### src/rtl/xmix_pkg.sv
package xmix_pkg;

    localparam int GF_W   = 8;
    localparam int ROWS   = 4;
    localparam int RAW_W  = 2 * GF_W - 1;
    localparam int COL_W  = ROWS * GF_W;
    localparam logic [GF_W:0] GF_POLY = 9'h11B;

    typedef logic [GF_W-1:0] gf_t;
    typedef logic [RAW_W-1:0] gf_raw_t;

    typedef struct packed {
        gf_t r0;
        gf_t r1;
        gf_t r2;
        gf_t r3;
    } column_t;

    typedef enum logic {
        MIX_FWD = 1'b0,
        MIX_INV = 1'b1
    } mix_mode_e;

    // Row-0 coefficients; later rows rotate right by one byte each.
    function automatic gf_t base_coef(input mix_mode_e mode, input int idx);
        gf_t fwd [ROWS] = '{8'h02, 8'h03, 8'h01, 8'h01};
        gf_t inv [ROWS] = '{8'h0E, 8'h0B, 8'h0D, 8'h09};
        return (mode == MIX_INV) ? inv[idx] : fwd[idx];
    endfunction

    function automatic gf_t mat_coef(input mix_mode_e mode, input int row, input int col);
        return base_coef(mode, (col - row + ROWS) % ROWS);
    endfunction

    // Fold the 15-bit carry-less product modulo the field polynomial.
    function automatic gf_t gf_fold(input gf_raw_t raw);
        gf_raw_t t;
        t = raw;
        for (int k = RAW_W - 1; k >= GF_W; k--) begin
            if (t[k]) begin
                t = t ^ (gf_raw_t'(GF_POLY) << (k - GF_W));
            end
        end
        return t[GF_W-1:0];
    endfunction

    function automatic gf_t col_byte(input column_t c, input int idx);
        logic [COL_W-1:0] flat;
        flat = c;
        return flat[COL_W-1-idx*GF_W -: GF_W];
    endfunction

endpackage

### src/rtl/gf_cross_mul.sv
module gf_cross_mul
    import xmix_pkg::*;
(
    input  gf_t a,
    input  gf_t b,
    output gf_t p
);

    logic [GF_W-1:0][GF_W-1:0] pp;
    gf_raw_t raw;

    // Partial-product array: every operand bit pair ANDed.
    for (genvar i = 0; i < GF_W; i++) begin : g_row
        for (genvar j = 0; j < GF_W; j++) begin : g_col
            assign pp[i][j] = a[i] & b[j];
        end
    end

    // Crosswise column sums: each anti-diagonal collapses through XOR.
    always_comb begin
        raw = '0;
        for (int k = 0; k < RAW_W; k++) begin
            for (int i = 0; i < GF_W; i++) begin
                if ((k - i) >= 0 && (k - i) < GF_W) begin
                    raw[k] = raw[k] ^ pp[i][k-i];
                end
            end
        end
    end

    assign p = gf_fold(raw);

    // multiplicative identity and zero annihilator.
    always_comb begin
        if (b == 8'h01) begin
            a_r6_unit: assert (p == a);
        end
        if (a == '0 || b == '0) begin
            a_r6_zero: assert (p == '0);
        end
    end

endmodule

### src/rtl/xmix_row.sv
module xmix_row
    import xmix_pkg::*;
#(
    parameter int ROW = 0
) (
    input  column_t   col,
    input  mix_mode_e mode,
    output gf_t       res
);

    gf_t prod [ROWS];

    for (genvar c = 0; c < ROWS; c++) begin : g_term
        gf_t coef;
        assign coef = mat_coef(mode, ROW, c);
        gf_cross_mul u_mul (
            .a (col_byte(col, c)),
            .b (coef),
            .p (prod[c])
        );
    end

    always_comb begin
        res = '0;
        for (int c = 0; c < ROWS; c++) begin
            res = res ^ prod[c];
        end
    end

endmodule

### src/rtl/xmix_column.sv
module xmix_column
    import xmix_pkg::*;
#(
    parameter bit OUT_REG = 1'b1
) (
    input  logic        clk,
    input  logic        rst,
    input  logic        mode_inv,
    input  logic [31:0] col_in,
    output logic [31:0] col_out
);

    column_t   col;
    mix_mode_e mode;
    gf_t       row_res [ROWS];
    logic [COL_W-1:0] mixed;

    assign col  = column_t'(col_in);
    assign mode = mix_mode_e'(mode_inv);

    for (genvar r = 0; r < ROWS; r++) begin : g_row
        xmix_row #(.ROW(r)) u_row (
            .col  (col),
            .mode (mode),
            .res  (row_res[r])
        );
        assign mixed[COL_W-1-r*GF_W -: GF_W] = row_res[r];
    end

    // rows of each matrix sum to one, so a uniform column is fixed.
    always_comb begin
        if (col.r0 == col.r1 && col.r1 == col.r2 && col.r2 == col.r3) begin
            a_r1_uniform: assert (mixed == col_in);
        end
    end

    if (OUT_REG) begin : g_reg
        logic armed;

        always_ff @(posedge clk) begin
            if (rst) begin
                col_out <= '0;
                armed   <= 1'b0;
            end else begin
                col_out <= mixed;
                armed   <= 1'b1;
            end
        end

        a_r7_zero_in: assert property (@(posedge clk) disable iff (rst || !armed)
            ($past(col_in) == '0) |-> (col_out == '0));

        a_r4_hold: assert property (@(posedge clk) disable iff (rst || !armed)
            ($past(col_in) == col_in && $past(mode_inv) == mode_inv)
            |=> $stable(col_out));
    end else begin : g_comb
        assign col_out = mixed;
    end

endmodule

### config.mk
export PLATFORM = sky130hd
export DESIGN_NAME = xmix_column
export DESIGN_NICKNAME = d
export VERILOG_FILES = /design/src/rtl/xmix_pkg.sv /design/src/rtl/gf_cross_mul.sv /design/src/rtl/xmix_row.sv /design/src/rtl/xmix_column.sv
export SDC_FILE = /design/constraint.sdc
export NUM_CORES = 1
export LEC_CHECK = 0
export BUFFER_PORTS_ARGS = -buffer_cell sky130_fd_sc_hd__buf_4
export CAP_MARGIN = 20
export CORE_MARGIN = 2
export CORE_UTILIZATION = 45
export DETAILED_ROUTE_END_ITERATION = 7
export PLACE_DENSITY_LB_ADDON = 0.05
export SLEW_MARGIN = 20
export SYNTH_ARGS = -nofsm -noshare
export SYNTH_HDL_FRONTEND = slang
export SYNTH_HIERARCHICAL = 1
export SYNTH_SLANG_ARGS = --single-unit
### constraint.sdc
create_clock -name clk -period 2.6 [get_ports clk]
set_input_delay 0.52 -clock clk [delete_from_list [all_inputs] [get_ports clk]]
set_output_delay 0.52 -clock clk [all_outputs]
set_load 0.02 [all_outputs]
Word-level counts from Yosys, hierarchy flattened

Cells that the tools add are included.

Bits in registers: 32
Bits of input ports: 35
Output and inout bits: 32
Logic and storage cells: 2049

Mux-type cells: 116
Bitwise logic cells: 1932

Operators with widths:

| kind                              | count |
|---|---|
| 1-bit XOR                         | 784 |
| 1-bit AND                         | 512 |
| 1-bit AND (second input constant) | 512 |
| 4-bit NOT                         | 112 |
| 11-bit two-way mux                | 16 |
| 10-bit two-way mux                | 16 |
| 9-bit two-way mux                 | 16 |
| 8-bit two-way mux                 | 16 |
| 7-bit two-way mux                 | 16 |
| 6-bit two-way mux                 | 16 |
| 8-bit XOR                         | 12 |
| 5-bit two-way mux                 | 16 |
| 4-bit two-way mux                 | 4 |

Logic depth before layout (Yosys ltp)

Depth after elaboration: 25
Gate-level depth with buffers: 11

By module

Netlist, hierarchy kept.

Modules (own cells, without submodules):

| module       | times used | cells each | area an instance (um2) |
|---|---|---|---|
| gf_cross_mul | 16         | 164        | 1151.1 |
| xmix_row     | 4          | 26         | 217.7 |
| xmix_column  | 1          | 67         | 863.3 |

Least setup slack after synthesis

OpenSTA, ideal clock, no wires.

Path kind: input -> register
Start: input port col_in[6]
End: register col_out[17]
Setup time: 114 ps
Arrival time: 2269 ps
Data required time: 2486 ps
Path slack: 218 ps
Cell stages on the path: 11
Buffers on the path: 2
Path through: buf_4 > buf_6 > nand2_1 > xnor2_2 > xnor2_1 > xnor2_1 > xnor3_2 > xnor2_1 > xor2_1 > xnor2_1 > nor2b_1

RTL lines:

| element                | RTL line          | source |
|---|---|---|
| start: declaration     | xmix_column.sv:9  | `input logic [31:0] col_in,` |
| end signal: assignment | xmix_column.sv:45 | `col_out <= mixed;` |
| end: declaration       | xmix_column.sv:10 | `output logic [31:0] col_out` |

==> run metrics <==
run status completed; Setup CP Type input pin to flip-flop; Avg WL per Cell 14.5 um; row count 77; Max H-tree Level 2; Setup crit end kind flip-flop; largest area contributor in the synthesized netlist xnor2_1; max reg flops 32; Yosys cell types 28; TNS Setup 0 ns; largest net degree at the start of global routing 33; Syn Area/Cell 7.21 um^2; Initial Utilization 45.6%; number of flops mapped to enable cells by yosys 0; Residual DRC 0; max-cap violation count 0; CTS Root Cell clkbuf_16; Final Hold Fails 0; Req. time, crit path 2.77 ns; Clock Tree Buf Depth 2; DR iter-0 viols 879; Pleak 10.2 nW; Placed Area 22700 um^2; RSZ-0062 raised after global routing yes; Ports 67; die area 46500 um^2; Final Power 18.0 mW; Fmax 0.394 GHz; GRT overflow 0; Worst Path Arrival 2.71 ns; Most used DFF post-synth dfxtp_1; asr flop ratio synth 0%; gp weighted congestion 0.842; Startpoint Class input pin; cell breakdown of the critical path buf_12 > buf_12 > buf_6 > xor2_2 > a32oi_1 > xnor2_1 > buf_4 > xnor3_2 > xnor2_2 > xnor2_1 > buf_4 > xnor2_2 > nor2b_1; HP Start rst; number of synthesized register bits 32; Post-Synthesis Cells 2795; Vias 17100; sequential standard cell area 641 um^2; critical path's slowest cell xnor3_2; fin crit share 97.6%; most frequent cells after synthesis nand2_1, xnor2_1, xor2_1, buf_2, buf_4; area of the multi-input gates 18800 um^2; post-synthesis sequential area ratio 3.18%; Slowest Stage Delay on Critical Path 0.39 ns; Slew Limit Fails 0; Setup WS post-layout 0.0613 ns; warnings from Yosys 6; drt total wl 53400 um; Vias/cell 4.64; PortBufs 66; CTS buffer count 5; CTS tree done; largest fanout on the critical path 9; Placement Setup Slack -0.323 ns; Nets 3138; share of cells above drive strength 1 18.2%; post-synthesis to final-layout area growth 15.2%; Top Registers col_out x32; Power Dens Cells 777 nW/um^2; die height 216 um; fin area 23200 um^2; clk slew on worst S/H paths 0.07 ns; fill count 4317; first-pass GRT wire length 86700 um; top cell type's share of synthesized area 36.9%; minimum clock period 2.54 ns; total track usage 22.5%; top-count cell post-synth nand2_1; # diodes 0; Chip Width 216 um; final setup fails 0; Reg with most FFs col_out; antenna viol nets, final 0; maximum vdd drop 0.787 mV; Worst setup startpoint mode_inv; First-pass DRT Iterations 5; Area contributors post-synth xnor2_1, nand2_1, xnor2_2; clock sinks 32; core footprint 44200 um^2; post-DP HPWL 42100 um; number of global-route vias before repair 16700; Synth Cell Area 20200 um^2; Hold/Removal Path Class input pin to flip-flop; initial antenna violation count 0; hold bufs inserted after CTS 0
## power breakdown
group	switching [mW]	internal, mW
Clock	0.248	0.455
Combinational	7.39	9.06
Sequential	0.112	0.779
## layout make-up
class                      instances  share of cell area, %
tap                              592                   3.19
clock inverter                     3                  0.199
inverter                          16                  0.259
sequential                        32                   2.76
clock buffer                       5                  0.539
timing repair buffer             352                   12.3
multi-input combinational       2696                   80.8
## final timing paths
check     endpoint  slack, ns  depth (start not counted)
max    col_out[12]       0.06                         13
min    col_out[29]       0.64                          2
## per-layer routing
layer	share of wire [%]	GRT usage [%]	wire, um
met4	0.98	2.16	526
met1	49	32.1	26200
met2	47	38.2	25100
met5	0	0	0
met3	3.0	1.55	1580
## worst max-delay path, delay by kind of cell
kind            cells  cell delay [ns]
compound gates      1             0.19
xor+xnor            6             1.09
buf+inv             5             0.75
simple gates        1             0.13
## cell families (layout without fill, tap and decap cells)
| kind of cell | after synthesis | in the layout | share of synthesized area [%] |
|---|---|---|---|
| xor+xnor | 1168 | 1168 | 57.3 |
| simple gates | 1088 | 1088 | 22.5 |
| other cells | 8 | 232 | 0.149 |
| mux | 32 | 32 | 1.69 |
| compound gates | 176 | 176 | 6.06 |
| flops | 32 | 32 | 3.18 |
| buf+inv | 291 | 376 | 9.15 |
## through the flow
step / instances / hold WS (ns) / util [%]
2_1_floorplan: 3019 / 0.592 / -
3_3_place_gp: 3678 / 0.928 / 51.2
3_5_place_dp: 3678 / 0.938 / 51.2
4_1_cts: 3686 / 0.631 / 51.7
5_1_grt: 3696 / 0.651 / 52.5
6_report: 3696 / 0.641 / 52.5
## cells in the final DEF, fill, tap and decap left out, types with 48 or more instances in the layout
| master | count |
|---|---|
| o21ai_1 | 48 |
| nor2b_1 | 64 |
| nor2_1 | 48 |
| xor2_1 | 171 |
| conb_1 | 232 |
| buf_4 | 334 |
| xnor2_1 | 825 |
| nand2_1 | 895 |
| xnor2_2 | 116 |
| a22oi_1 | 48 |
## what timing repair did
action	4_1_cts	5_1_grt
pin swaps	4	40
endpoints found under the setup margin	3	23
cloned	0	2
buffers inserted	0	8
resized for setup	2	39
(Power assumes the default switching activity.)
